[src/rtl/tprog_pkg.sv]
package tprog_pkg;

    localparam int ADDR_W = 5;
    localparam int DATA_W = 8;
    localparam int POS_W  = 3;
    localparam int TIN_W  = DATA_W + ADDR_W + 1;

    localparam logic [DATA_W-1:0] RD_TAG = DATA_W'(1);

    typedef enum logic [2:0] {
        PH_RD,
        PH_W0,
        PH_W1,
        PH_W2,
        PH_DR
    } phase_t;

    // Command word: data in 13:6, address in 5:1, write-enable in 0
    typedef struct packed {
        logic [DATA_W-1:0] data;
        logic [ADDR_W-1:0] addr;
        logic              wr;
    } tin_t;

    typedef struct packed {
        logic [ADDR_W-1:0] addr;
        logic [POS_W-1:0]  msb;
        logic [POS_W-1:0]  lsb;
        logic [DATA_W-1:0] val;
    } entry_t;

    // Last sub-cycle index of each phase: reads hold 3 cycles, writes 2
    function automatic logic [1:0] phase_last(input phase_t ph);
        return (ph == PH_RD || ph == PH_DR) ? 2'd2 : 2'd1;
    endfunction

    function automatic logic [DATA_W-1:0] field_mask(input logic [POS_W-1:0] msb,
                                                      input logic [POS_W-1:0] lsb);
        logic [DATA_W-1:0] m;
        for (int i = 0; i < DATA_W; i++)
            m[i] = (i >= int'(lsb)) && (i <= int'(msb));
        return m;
    endfunction

endpackage

[src/rtl/tprog_entry_sel.sv]
module tprog_entry_sel
    import tprog_pkg::*;
#(
    parameter int N_ENT = 7,
    parameter int IDX_W = 3
) (
    input  logic [N_ENT*ADDR_W-1:0] regs_i,
    input  logic [N_ENT*POS_W-1:0]  msbs_i,
    input  logic [N_ENT*POS_W-1:0]  lsbs_i,
    input  logic [N_ENT*DATA_W-1:0] vals_i,
    input  logic [IDX_W-1:0]        idx_i,
    output entry_t                  ent_o
);

    entry_t slots [N_ENT];

    for (genvar g = 0; g < N_ENT; g++) begin : g_slot
        assign slots[g].addr = regs_i[g*ADDR_W +: ADDR_W];
        assign slots[g].msb  = msbs_i[g*POS_W +: POS_W];
        assign slots[g].lsb  = lsbs_i[g*POS_W +: POS_W];
        assign slots[g].val  = vals_i[g*DATA_W +: DATA_W];
    end

    always_comb begin
        ent_o = '0;
        for (int i = 0; i < N_ENT; i++)
            if (idx_i == IDX_W'(i))
                ent_o = slots[i];
    end

endmodule

[src/rtl/tprog_merge.sv]
module tprog_merge
    import tprog_pkg::*;
(
    input  logic [DATA_W-1:0] old_i,
    input  logic [POS_W-1:0]  msb_i,
    input  logic [POS_W-1:0]  lsb_i,
    input  logic [DATA_W-1:0] val_i,
    output logic [DATA_W-1:0] new_o
);

    logic [DATA_W-1:0] mask;
    logic [DATA_W-1:0] shifted;

    always_comb begin
        mask    = field_mask(msb_i, lsb_i);
        shifted = val_i << lsb_i;
        new_o   = (old_i & ~mask) | (shifted & mask);
    end

endmodule

[src/rtl/tprog_seq.sv]
module tprog_seq
    import tprog_pkg::*;
#(
    parameter int MAX_ENT = 7,
    parameter int CNT_W   = 4
) (
    input  logic                      clk,
    input  logic                      rst,
    input  logic                      start_i,
    input  logic                      legacy_i,
    input  logic [CNT_W-1:0]          count_i,
    input  logic [MAX_ENT*ADDR_W-1:0] tbl_reg_i,
    input  logic [MAX_ENT*POS_W-1:0]  tbl_msb_i,
    input  logic [MAX_ENT*POS_W-1:0]  tbl_lsb_i,
    input  logic [MAX_ENT*DATA_W-1:0] tbl_val_i,
    output logic [TIN_W-1:0]          tin_o,
    input  logic [DATA_W-1:0]         tout_i,
    output logic                      busy_o,
    output logic                      done_o,
    output logic                      err_o
);

    localparam int IDX_W = $clog2(MAX_ENT + 1);
    localparam logic [CNT_W-1:0] MAX_C = CNT_W'(MAX_ENT);

    logic             busy_q, done_q, err_q;
    logic [IDX_W-1:0] idx_q, last_q, sel_idx, n_clamp;
    logic [1:0]       sub_q;
    phase_t           phase_q;
    tin_t             tin_q;
    entry_t           ent;
    logic [DATA_W-1:0] merged;
    logic             finish;

    // During the dummy read the next entry is looked up ahead of time
    assign sel_idx = (busy_q && phase_q == PH_DR) ? idx_q + IDX_W'(1) : idx_q;
    assign n_clamp = (count_i > MAX_C) ? IDX_W'(MAX_ENT) : count_i[IDX_W-1:0];
    assign finish  = busy_q && phase_q == PH_DR && sub_q == 2'd2 && idx_q == last_q;

    tprog_entry_sel #(.N_ENT(MAX_ENT), .IDX_W(IDX_W)) u_sel (
        .regs_i (tbl_reg_i),
        .msbs_i (tbl_msb_i),
        .lsbs_i (tbl_lsb_i),
        .vals_i (tbl_val_i),
        .idx_i  (sel_idx),
        .ent_o  (ent)
    );

    tprog_merge u_merge (
        .old_i (tout_i),
        .msb_i (ent.msb),
        .lsb_i (ent.lsb),
        .val_i (ent.val),
        .new_o (merged)
    );

    always_ff @(posedge clk) begin
        if (rst) begin
            busy_q  <= 1'b0;
            done_q  <= 1'b0;
            err_q   <= 1'b0;
            idx_q   <= '0;
            last_q  <= '0;
            sub_q   <= '0;
            phase_q <= PH_RD;
            tin_q   <= '0;
        end else begin
            done_q <= 1'b0;
            if (!busy_q) begin
                if (start_i) begin
                    err_q <= (count_i > MAX_C);
                    if (legacy_i || count_i == '0) begin
                        done_q <= 1'b1;
                    end else begin
                        busy_q  <= 1'b1;
                        idx_q   <= '0;
                        last_q  <= n_clamp - IDX_W'(1);
                        sub_q   <= '0;
                        phase_q <= PH_RD;
                        tin_q   <= '{data: RD_TAG, addr: ent.addr, wr: 1'b0};
                    end
                end
            end else if (sub_q != phase_last(phase_q)) begin
                sub_q <= sub_q + 2'd1;
            end else begin
                sub_q <= '0;
                unique case (phase_q)
                    PH_RD: begin
                        tin_q   <= '{data: merged, addr: ent.addr, wr: 1'b0};
                        phase_q <= PH_W0;
                    end
                    PH_W0: begin
                        tin_q.wr <= 1'b1;
                        phase_q  <= PH_W1;
                    end
                    PH_W1: begin
                        tin_q.wr <= 1'b0;
                        phase_q  <= PH_W2;
                    end
                    PH_W2: begin
                        tin_q   <= '{data: RD_TAG, addr: ent.addr, wr: 1'b0};
                        phase_q <= PH_DR;
                    end
                    PH_DR: begin
                        if (idx_q == last_q) begin
                            busy_q  <= 1'b0;
                            done_q  <= 1'b1;
                            idx_q   <= '0;
                            phase_q <= PH_RD;
                            tin_q   <= '0;
                        end else begin
                            idx_q   <= idx_q + IDX_W'(1);
                            phase_q <= PH_RD;
                            tin_q   <= '{data: RD_TAG, addr: ent.addr, wr: 1'b0};
                        end
                    end
                    default: phase_q <= PH_RD;
                endcase
            end
        end
    end

    assign tin_o  = tin_q;
    assign busy_o = busy_q;
    assign done_o = done_q;
    assign err_o  = err_q;

    // idle command word is zero
    a_r1_idle_quiet: assert property (@(posedge clk) disable iff (rst)
        !busy_q |-> tin_q == '0);

    // read phase carries the read tag with write-enable low
    a_r2_read_word: assert property (@(posedge clk) disable iff (rst)
        (busy_q && phase_q == PH_RD) |-> (tin_q.data == RD_TAG && !tin_q.wr));

    // strobe edges keep data and address unchanged
    a_r4_strobe_rise: assert property (@(posedge clk) disable iff (rst)
        $rose(tin_q.wr) |-> tin_q[TIN_W-1:1] == $past(tin_q[TIN_W-1:1]));
    a_r4_strobe_fall: assert property (@(posedge clk) disable iff (rst)
        $fell(tin_q.wr) |-> tin_q[TIN_W-1:1] == $past(tin_q[TIN_W-1:1]));

    // done is a single cycle and never overlaps busy
    a_r7_done_pulse: assert property (@(posedge clk) disable iff (rst)
        done_q |=> !done_q);
    a_r7_done_idle: assert property (@(posedge clk) disable iff (rst)
        done_q |-> !busy_q);

    // a run is never cut short, start or not
    a_r11_busy_hold: assert property (@(posedge clk) disable iff (rst)
        (busy_q && !finish) |=> busy_q);

    // the error flag changes only on an accepted start
    a_r10_err_on_start: assert property (@(posedge clk) disable iff (rst)
        !$stable(err_q) |-> $past(start_i && !busy_q));

endmodule

[config.mk]
export PLATFORM = sky130hd
export DESIGN_NAME = tprog_seq
export DESIGN_NICKNAME = d
export VERILOG_FILES = /design/src/rtl/tprog_pkg.sv /design/src/rtl/tprog_entry_sel.sv /design/src/rtl/tprog_merge.sv /design/src/rtl/tprog_seq.sv
export SDC_FILE = /design/constraint.sdc
export NUM_CORES = 1
export LEC_CHECK = 0
export CORE_MARGIN = 2
export CORE_UTILIZATION = 45
export CTS_CLUSTER_DIAMETER = 150
export CTS_CLUSTER_SIZE = 30
export DETAILED_ROUTE_END_ITERATION = 8
export DONT_BUFFER_PORTS = 1
export GPL_TIMING_DRIVEN = 0
export PLACE_DENSITY_LB_ADDON = 0.3
export SLEW_MARGIN = 20
export SYNTH_ARGS = -nofsm -noshare
export SYNTH_HDL_FRONTEND = slang
export SYNTH_SLANG_ARGS = --single-unit
[constraint.sdc]
create_clock -name clk -period 9.1 [get_ports clk]
set_input_delay 1.365 -clock clk [delete_from_list [all_inputs] [get_ports clk]]
set_output_delay 1.365 -clock clk [all_outputs]
set_load 0.03 [all_outputs]
=== Yosys cells after proc, flatten, opt, wreduce, memory -nomap -nowiden ===
Index checks and enable logic that the tools add are counted.

* Flip-flop bits (word level): 28
* Bits of input ports: 149
* Output and inout bits: 17
* Logic and storage cells: 115

* Add/subtract/negate cells: 3
* $lt $le $gt $ge: 15
* Eq/ne operators: 17
* Shifts and indexed selects: 1
* Mux-type cells: 42
* Bitwise gates (word level): 6
* Reduce and logical (&&, ||, !) cells: 21

{| class="wikitable"
|+ Operators with widths
! cell !! count
|-
| $mux W19 || 7
|-
| $mux W14 || 4
|-
| $pmux W13 S3 || 1
|-
| $mux W3 || 10
|-
| $and A8 B8 Y8 || 2
|-
| $eq A3 B2 Y1 const B || 4
|-
| $eq A3 B3 Y1 const B || 4
|-
| $le A3 B3 Y1 const A || 4
|-
| $mux W1 || 12
|-
| $pmux W3 S4 || 1
|-
| $reduce_and A4 Y1 || 3
|-
| $mux W2 || 5
|-
| $ge A3 B3 Y1 const A || 3
|-
| $not A8 Y8 || 1
|-
| $or A8 B8 Y8 || 1
|-
| $shl A8 B3 Y8 || 1
|-
| $logic_and A1 B1 Y1 || 7
|-
| $mux W7 || 1
|-
| $eq A3 B1 Y1 const B || 2
|-
| $ge A1 B3 Y1 const A || 2
|-
| $ge A2 B3 Y1 const A || 2
|-
| $le A2 B3 Y1 const A || 2
|-
| $logic_not A3 Y1 || 2
|-
| $reduce_and A3 Y1 || 2
|-
| other kinds (18) || 22
|}

=== Logic depth before layout (Yosys ltp) ===
Gate-level depths: netlist of run 1.

* Depth in word-level cells: 19
* Gate-level depth with buffers: 14
* Mapped depth without buffers: 10

=== Hierarchy ===
From an unflattened synthesis of run 1, not the netlist that was laid out.

* Cells, all modules: 389
* Area total of the unflattened synthesis: 3261.9 µm²

{| class="wikitable"
|+ Modules (own cells, without submodules)
! module !! times used !! cells each !! area an instance (µm²) !! seq. area each (µm²)
|-
| tprog_entry_sel || 1 || 181 || 1436.4 || 0.0
|-
| tprog_seq || 1 || 160 || 1428.9 || 560.5
|-
| tprog_merge || 1 || 48 || 396.6 || 0.0
|}

=== Worst setup path before layout of run 1 ===
OpenSTA, ideal clock, no wires.

* Kind: input -> register
* Start point: input tbl_val_i[22]
* End point: register tin_q (netlist bit tin_o[12])
* Library setup time: 0.061 ns
* Arrival: 3.065 ns
* Required time: 9.039 ns
* Setup slack: 5.974 ns
* Stages: 9
* Path buffers: 0
* Cell sequence: mux2i_1 -> mux4_2 -> or3_1 -> a32oi_1 -> a21oi_1 -> mux2i_1 -> mux2i_1 -> a2111o_1 -> nand2_1

* Cells in the longest elaborated chain, start to end: 11

{| class="wikitable"
|+ RTL lines
! what !! RTL line !! RTL
|-
| start: declaration || tprog_seq.sv:15 || <nowiki>input logic [MAX_ENT*DATA_W-1:0] tbl_val_i,</nowiki>
|-
| $mux W19 (5 in a row) || tprog_entry_sel.sv:27 || <nowiki>if (idx_i == IDX_W'(i))</nowiki>
|-
| $shl A8 B3 Y8 || tprog_merge.sv:16 || <nowiki>shifted = val_i << lsb_i;</nowiki>
|-
| $and A8 B8 Y8 || tprog_merge.sv:17 || <nowiki>new_o = (old_i & ~mask) | (shifted & mask);</nowiki>
|-
| $or A8 B8 Y8 || tprog_merge.sv:17 ||
|-
| $pmux W13 S3 || tprog_seq.sv:87 || <nowiki>unique case (phase_q)</nowiki>
|-
| $mux W14 || tprog_seq.sv:83 || <nowiki>end else if (sub_q != phase_last(phase_q)) begin</nowiki>
|-
| $mux W14 || tprog_seq.sv:69 || <nowiki>if (!busy_q) begin</nowiki>
|-
| end signal: assignment || tprog_seq.sv:80 || <nowiki>tin_q <= '{data: RD_TAG, addr: ent.addr, wr: 1'b0};</nowiki>
|-
| end signal: assignment || tprog_seq.sv:89 || <nowiki>tin_q <= '{data: merged, addr: ent.addr, wr: 1'b0};</nowiki>
|-
| end signal: assignment || tprog_seq.sv:101 || <nowiki>tin_q <= '{data: RD_TAG, addr: ent.addr, wr: 1'b0};</nowiki>
|-
| end: declaration || tprog_seq.sv:30 || <nowiki>tin_t tin_q;</nowiki>
|}

Every way passes these cells. The select of a mux whose other input is x is not followed.
A chain may end at the register's enable or synchronous reset.

=== Worst setup path after layout of run 1 ===
* Start point: register busy_q, in the netlist busy_o
* End point: register tin_q (netlist bit tin_o[5])

* Cells in the longest elaborated chain, start to end: 14
* Elaborated cells on any way between the ends: 27
* Those cells by class: eq/ne: 9; mux: 14; reduce/logical: 4

{| class="wikitable"
|+ RTL lines
! what !! RTL line !! RTL
|-
| start: declaration || tprog_seq.sv:26 || <nowiki>logic busy_q, done_q, err_q;</nowiki>
|-
| start signal: assignment || tprog_seq.sv:59 || <nowiki>busy_q <= 1'b0;</nowiki>
|-
| start signal: assignment || tprog_seq.sv:75 || <nowiki>busy_q <= 1'b1;</nowiki>
|-
| start signal: assignment || tprog_seq.sv:106 || <nowiki>busy_q <= 1'b0;</nowiki>
|-
| $logic_and A1 B1 Y1 || - ||
|-
| $mux W3 || tprog_seq.sv:36 || <nowiki>assign sel_idx = (busy_q && phase_q == PH_DR) ? idx_q + IDX_W'(1) : idx_q;</nowiki>
|-
| $logic_not A3 Y1 || tprog_entry_sel.sv:27 ||
|-
| $mux W19 (7 in a row) || tprog_entry_sel.sv:27 ||
|-
| $mux W7 || tprog_seq.sv:105 || <nowiki>if (idx_q == last_q) begin</nowiki>
|-
| $pmux W13 S3 || tprog_seq.sv:87 ||
|-
| $mux W14 || tprog_seq.sv:83 ||
|-
| $mux W14 || tprog_seq.sv:69 ||
|-
| end signal: assignment || tprog_seq.sv:80 ||
|-
| end signal: assignment || tprog_seq.sv:89 ||
|-
| end signal: assignment || tprog_seq.sv:114 || <nowiki>tin_q <= '{data: RD_TAG, addr: ent.addr, wr: 1'b0};</nowiki>
|}

Several ways; a longest one is shown, not always the timed one. The select of a mux whose other input is x is not followed.

==> metrics, run 1 <==
Final ANT Viol Nets 0; DIE WIDTH 90.29 um; CP Data Required Time 9.26 ns; post-route cell area 3532 um^2; Seq cells post-synth 28; maximum clock path buffer count 2; ys flop type dfxtp_1; H-tree depth 1; GP Congestion 0.9460; cell row count 31; worst path bufs/invs 4; first-pass GRT wire length 16050 um; I/O Buffers 0; Max-cap violations 0; Clock Latency Late Sink 0.27 ns; clock power share 26.6%; utilization after layout 48.96%; period utilization 37.53%; Worst Path Max Fanout 10; Final Power 0.2942 mW; Slew HR 29.71%; top post-synthesis cells by area dfxtp_1 (17%), mux2i_1 (12%), a21oi_1 (4.3%), nor2_1 (4.0%), nand2_1 (3.8%); sequential-to-total area share from yosys stat 16.73%; final WL 10660 um; placed instance count 506; initial antenna violation count 1; Starting Density 46.44%; Post-synth EDFFs 0; actual slew at the worst max-slew pin 1.045 ns; final setup margin 5.685 ns; Static Leak 1.225 nW; Final Max Slew Viols 0; Synth Cell Area 3351 um^2; crit start category register; FMAX 292.8 MHz; Syn Nets 558; P&R area growth vs syn 5.415%; 1st-iter DRT viols 197; Comb pwr share 26.1%; Post-synth ARST share 0%; crit path kind register to register; Final Setup Violations 0; RSZ-0062 raised after global routing no; Core ar. 7214 um^2; Synth warnings 0; # Post-CTS Setup Buffers 0; Mapped Cells 407; clk sinks 28; die area 8152 um^2; io pins 166; Arr. time, crit path 3.57 ns; via/cell ratio 6.607; fraction of layout cells with a size suffix above 1 18.25%; CTS root buffer clkbuf_8; switching share of power 31.70%; top-area cell type share of the netlist area 16.73%; post_cts resized 0; Netlist cell types 74; peak supply drop 0.05868 mV; Final Skew 0.002472 ns; outcome complete, no violations; CTS tree built; Seq pwr share 47.3%; cell taking the most area after synthesis dfxtp_1; critical path endpoint category register; Place WS 5.541 ns; Final Hold Viols 0; Post-route DRC 0; CP Cell Sequence and4bb_1 -> buf_6 -> mux2i_4 -> buf_6 -> buf_4 -> clkbuf_1 -> mux2i_1 -> o21ai_0 -> a21oi_1 -> nor2_1 -> a21oi_1 -> nor2_1; minimum clock period 3.415 ns; DR vias 3376; non-filler instance count after layout 511; dpl cell area 3475 um^2; P_int 0.2009 mW; slowest cell on the critical path dfxtp_1; Hold Path Class register to register; slowest cell delay on critical path 0.64 ns; Syn Area/Cell 8.233 um^2; drt first pass iters 5; cts hold-fix bufs 0; pwr dens 83.28 nW/um^2; switching power 0.09325 mW; CTS clock-pin slew for the worst setup and hold paths 0.10 ns; grt ovf 0; Detailed Place HPWL 8576 um; pin count of the biggest net entering global routing 16; critical path's top delay family buffers and inverters; number of global-route vias before repair 3141; Total Nets Final 563; Hold Slack 0.5188 ns; setup_tns 0 ns; CTS buffer count 3; Die H 90.29 um; gr usage total 24.11%; wire length per cell 20.86 um
-- final cells by class --
cell class / count / area, um^2
Antenna cell: 1 / 2.502
Fill cell: 718 / 3682
Sequential cell: 28 / 560.5
Buffer: 37 / 235.2
Inverter: 6 / 22.52
Clock buffer: 4 / 55.05
Multi-Input combinational cell: 336 / 2532
Tap cell: 99 / 123.9
-- per-layer routing --
layer	wire length, um	GRT usage [%]	vias up
li1	-	-	1595
met1	4432	29.96	1603
met2	5204	41.48	160
met3	860	6.344	16
met4	150	6.154	2
met5	13	0	-
-- worst min-delay path: stages, from the launching register on --
cell      delay (ns)
dfxtp_1         0.33
nor2_1          0.10
a211oi_1        0.05
-- power groups by stage --
stage / Combinational (mW) / Clock [mW] / Sequential, mW
after floorplan: 0.0618 / 0 / 0.141
after global placement: 0.0741 / 0 / 0.142
after detailed placement: 0.0753 / 0 / 0.142
after CTS: 0.0757 / 0.0815 / 0.139
after global routing: 0.0840 / 0.0855 / 0.140
final: 0.0766 / 0.0783 / 0.139
-- cell families after synthesis --
family,synth area share (%)
XOR/XNOR,2.353
AO/OA/AOI/OAI,29.76
AND/OR/NAND/NOR,20.43
adder cells (fa/ha/maj),0.7467
buffers and inverters,7.692
multiplexers,22.29
flip-flops,16.73
-- registers in the layout, summed over array words and instances, names as in the netlist --
signal,flops
done_o,1
tin_o,14
last_q,3
phase_q,3
err_o,1
idx_q,3
busy_o,1
sub_q,2
-- path summary, 6_finish.rpt --
path	from	endpoint	slack [ns]	cells past startpoint
worst max-delay path	busy_o	tin_o[5]	5.68	12
worst min-delay path	last_q[1]	last_q[1]	0.52	2
worst max register to register	busy_o	tin_o[5]	5.68	12
worst min register to register	last_q[1]	last_q[1]	0.52	2
-- cells in the mapped netlist (3+ instances only) --
cell and instances:
xnor2_1 4, o21ai_0 16, dfxtp_1 28, o32ai_1 7, nand2b_1 3, nand3_1 18, or2_2 3, a31oi_1 8
buf_2 11, mux4_2 5, a21o_1 3, buf_6 9, a221oi_1 5, mux2_2 11, nor2b_1 4, mux2i_1 39
a21oi_1 29, nor3_1 11, a32oi_1 13, nand2_1 34, o22ai_1 12, mux2_4 4, a22o_1 4, clkbuf_1 12
inv_1 6, a32o_1 5, o21ai_1 3, nor2_1 36, buf_4 4, a221o_2 3
-- layout by cell type (no fill, tap or decap), drive strengths merged, types with 2 or more instances in the layout --
master,count
clkbuf,16
buf,25
a22oi,3
o22ai,12
mux2i,40
a211oi,2
mux4,6
a32oi,13
a22o,4
dfxtp,28
a41oi,2
o32ai,8
a32o,5
a21o,3
o211ai,2
or2,4
nand3,18
or3,3
a221o,5
a31oi,8
o21ai,21
nor4,3
xnor2,6
nand2b,3
nor3,12
a221oi,7
nand3b,2
nor2,38
nor2b,4
a21oi,29
nand2,36
mux2,16
ha,2
inv,6
or4,2
o21bai,2
Power figures use the tool's default switching activity.
==> inputs of run 2 (changes only) <==
--- a/config.mk
+++ b/config.mk
@@ -5,6 +5,7 @@
 export SDC_FILE = /design/constraint.sdc
 export NUM_CORES = 1
 export LEC_CHECK = 0
+export ABC_AREA = 1
 export CORE_MARGIN = 2
 export CORE_UTILIZATION = 45
 export CTS_CLUSTER_DIAMETER = 150
==> constraint.sdc (replaced) <==
create_clock -name clk -period 3.58 [get_ports clk]
set_input_delay 0.537 -clock clk [delete_from_list [all_inputs] [get_ports clk]]
set_output_delay 0.537 -clock clk [all_outputs]
set_load 0.03 [all_outputs]
==> run 2 against run 1 <==
  * First-iteration DRC count decreased by 3.6%
  * Fmax increased by 16%
  * Count of clock-buffer cells in the layout fell by 1
  * Cell count is 18% higher
  * Clock power rose to 3.1 times the previous value
  * Total power rose to 3.9 times the previous value
  * Critical path depth increased by 3
  * Sequential power increased to 2.7 times the previous value
  * Non-clock buffer count down 21
  * Core utilization rose by 0.46 points
  * Register-to-register slack worse by 5.0 ns
  * Global-route usage rose by 2.2 points
==> metrics, run 2 <==
outcome complete, no violations (unchanged); Slew HR 67.92% (was 29.71%); switching share of power 42.52% (was 31.70%); Final Power 1.136 mW (was 0.2942 mW); antenna cells 0 (was 1); post-route cell area 3138 um^2 (was 3532 um^2); Netlist cell types 40 (was 74); hold_sp rst (was last_q[1]); pwr dens 362.1 nW/um^2 (was 83.28 nW/um^2); via/cell ratio 5.712 (was 6.607); Place WS 0.6990 ns (was 5.541 ns); wire length per cell 15.71 um (was 20.86 um); utilization after layout 49.42% (was 48.96%); Final Setup Violations 0 (unchanged); maximum clock path buffer count 2 (unchanged); Die H 85.25 um (was 90.29 um); mux share of post-synthesis cell area 0% (was 22.29%); non-filler instance count after layout 605 (was 511); cts hold-fix bufs 0 (unchanged); M3 GR Usage 6.907% (was 6.344%); Worst R2R End tin_o[8] (was tin_o[5]); io pins 166 (unchanged); placed instance count 601 (was 506); WHS Endpoint idx_q[0] (was last_q[1]); Total Nets Final 680 (was 563); crit start category register (unchanged); reg2reg setup slack 0.65 ns (was 5.68 ns); drt first pass iters 7 (was 5); period utilization 81.95% (was 37.53%); Max-cap violations 0 (unchanged); top-area cell type share of the netlist area 22.87% (was 16.73%); pin count of the biggest net entering global routing 17 (was 16); Post-synth EDFFs 0 (unchanged); Starting Density 46.78% (was 46.44%); complex-gate fraction of the synthesized area 14.20% (was 29.76%); sequential-to-total area share from yosys stat 18.87% (was 16.73%); switching power 0.4831 mW (was 0.09325 mW); Final Skew 0.006882 ns (was 0.002472 ns); clock power share 21.7% (was 26.6%); slowest cell on the critical path dfxtp_1 (unchanged); Hold Path Class input pin to register (was register to register); Hold Slack 0.3278 ns (was 0.5188 ns); met1 Usage GRT 30.67% (was 29.96%); Syn Nets 675 (was 558); CP Cell Sequence buf_2 -> nand4_1 -> nand2_2 -> nand2_2 -> nor2_2 -> buf_2 -> nand2_1 -> nand3_1 -> nor2_1 -> nand4_1 -> nor2_1 -> nor2_1 -> nand2_1 -> o211ai_1 -> a21oi_1 (was and4bb_1 -> buf_6 -> mux2i_4 -> buf_6 -> buf_4 -> clkbuf_1 -> mux2i_1 -> o21ai_0 -> a21oi_1 -> nor2_1 -> a21oi_1 -> nor2_1); P_int 0.6532 mW (was 0.2009 mW); Post-synth ARST share 0% (unchanged); CTS tree built (unchanged); Simple-Gate Fraction of Synth Area 54.09% (was 20.43%); minimum clock period 2.934 ns (was 3.415 ns); Post-Synth Adder-Cell Area 0.8425% (was 0.7468%); Clock Latency Late Sink 0.28 ns (was 0.27 ns); Worst Path Max Fanout 10 (unchanged); Syn Area/Cell 5.669 um^2 (was 8.233 um^2); first-pass GRT wire length 15580 um (was 16050 um); top post-synthesis cells by area nand2_1 (23%), dfxtp_1 (19%), nand3_1 (11%), inv_1 (6.4%), nor2_1 (5.6%) (was dfxtp_1 (17%), mux2i_1 (12%), a21oi_1 (4.3%), nor2_1 (4.0%), nand2_1 (3.8%)); gr usage total 26.31% (was 24.11%); # Post-CTS Setup Buffers 0 (unchanged); Final Hold Viols 0 (unchanged); FMAX 340.8 MHz (was 292.8 MHz); Static Leak 1.435 nW (was 1.225 nW); M2 GR Usage 44.82% (was 41.48%); CTS buffer count 3 (unchanged); Synth Cell Area 2970 um^2 (was 3351 um^2); RSZ-0062 raised after global routing no (unchanged); actual slew at the worst max-slew pin 0.4812 ns (was 1.045 ns); Core ar. 6350 um^2 (was 7214 um^2); number of global-route vias before repair 3284 (was 3141); fraction of layout cells with a size suffix above 1 10.61% (was 18.25%); Detailed Place HPWL 8041 um (was 8576 um); Synth Area in XOR/XNOR 1.474% (was 2.353%); cell row count 29 (was 31); Post-route DRC 0 (unchanged); slowest cell delay on critical path 0.62 ns (was 0.64 ns); worst r2r src busy_o (unchanged); H-tree depth 1 (unchanged); GP Congestion 0.8770 (was 0.9460); crit path kind register to register (unchanged); CP Data Required Time 3.74 ns (was 9.26 ns); hold depth 1 (was 2); die area 7267 um^2 (was 8152 um^2); cell taking the most area after synthesis nand2_1 (was dfxtp_1); DIE WIDTH 85.25 um (was 90.29 um); count leader, synth nand2_1 (was mux2i_1); FF-to-FF path depth 15 (was 12); P&R area growth vs syn 5.644% (was 5.415%); post_cts resized 0 (unchanged); Arr. time, crit path 3.09 ns (was 3.57 ns); crit-path most repeated cell nor2_1; setup_tns 0 ns (unchanged); CTS root buffer clkbuf_8 (unchanged); final WL 9507 um (was 10660 um); dpl cell area 3067 um^2 (was 3475 um^2); 1st-iter DRT viols 190 (was 197); ys flop type dfxtp_1 (unchanged); Final ANT Viol Nets 0 (unchanged); most frequent cells in the layout nand2_1 (181), nand3_1 (63), inv_1 (51) (was mux2i_1 (39), nor2_1 (36), nand2_1 (34)); Final Max Slew Viols 0 (unchanged); I/O Buffers 0 (unchanged); Mapped Cells 524 (was 407); CTS clock-pin slew for the worst setup and hold paths 0.09 ns (was 0.10 ns); final setup margin 0.6461 ns (was 5.685 ns); GR peak layer met2 (unchanged); Post-synth top cells nand2_1 (181), nand3_1 (63), inv_1 (51) (was mux2i_1 (39), nor2_1 (36), nand2_1 (34)); main combinational cell family by area after synthesis simple AND/OR/NAND/NOR gates (was compound AO/OA/AOI/OAI gates); peak supply drop 0.2255 mV (was 0.05868 mV); DR vias 3456 (was 3376); max reg flops 14 (unchanged); initial antenna violation count 0 (was 1); commonest non-fill, non-tap cell in the layout nand2_1 (was mux2i_1); Seq pwr share 33.6% (was 47.3%); Seq cells post-synth 28 (unchanged); grt ovf 0 (unchanged); Comb pwr share 44.7% (was 26.1%); critical path endpoint category register (unchanged); clk sinks 28 (unchanged); Synth warnings 0 (unchanged)
-- run 2: changes by cell type after synthesis, sizes merged, moves of 13 or more --
cell   before  now
inv         6   55
mux2       16    0
nand2      36  190
mux2i      40    0
buf        25   12
nand4       0   19
a32oi      13    0
nor2       38   54
nand3      18   64
-- run 2: cell families (layout without fill, tap and decap cells) --
group,count (synthesis),after routing
flops,28,28
simple gates,346,346
buf+inv,72,76
xor+xnor,5,5
fa+ha+maj,2,2
compound gates,71,71
-- run 2: how the worst max path moves through the flow --
stage / start / end / slack, ns
6_report: busy_o / tin_o[8] / 0.65
5_1_grt: busy_o / tin_o[8] / 0.36
4_1_cts: busy_o / tin_o[8] / 0.69
3_5_place_dp: busy_o / tin_o[11] / 0.70
3_3_place_gp: busy_o / tin_o[11] / 0.72
2_1_floorplan: busy_o / tin_o[13] / 1.13
-- run 2: area by class of cell --
class	count	area (um^2)
Clock inverter	1	30.03
Multi-Input combinational cell	424	2097
Sequential cell	28	560.5
Clock buffer	3	41.29
Tap cell	77	96.34
Fill cell	694	3212
Inverter	56	211.5
Buffer	16	101.3
-- run 2: critical path, delay by kind of cell (launching register included) --
| kind | cells | cell delay (ns) |
|---|---|---|
| AND/OR/NAND/NOR | 11 | 1.42 |
| flip-flops | 1 | 0.62 |
| buffers and inverters | 2 | 0.58 |
| AO/OA/AOI/OAI | 2 | 0.19 |
-- run 2: metal layers --
layer  wire length (um)  share of wire [%]
met2               4527                 48
met4                376                4.0
met5                  0                  0
met1               3698                 39
met3                904                9.5
-- run 2: power by group through the flow --
stage	combinational [mW]	sequential, mW	clock [mW]
finish	0.508	0.382	0.246
global route	0.587	0.386	0.258
CTS	0.508	0.382	0.250
detailed placement	0.505	0.390	0
global placement	0.496	0.389	0
floorplan	0.399	0.383	0
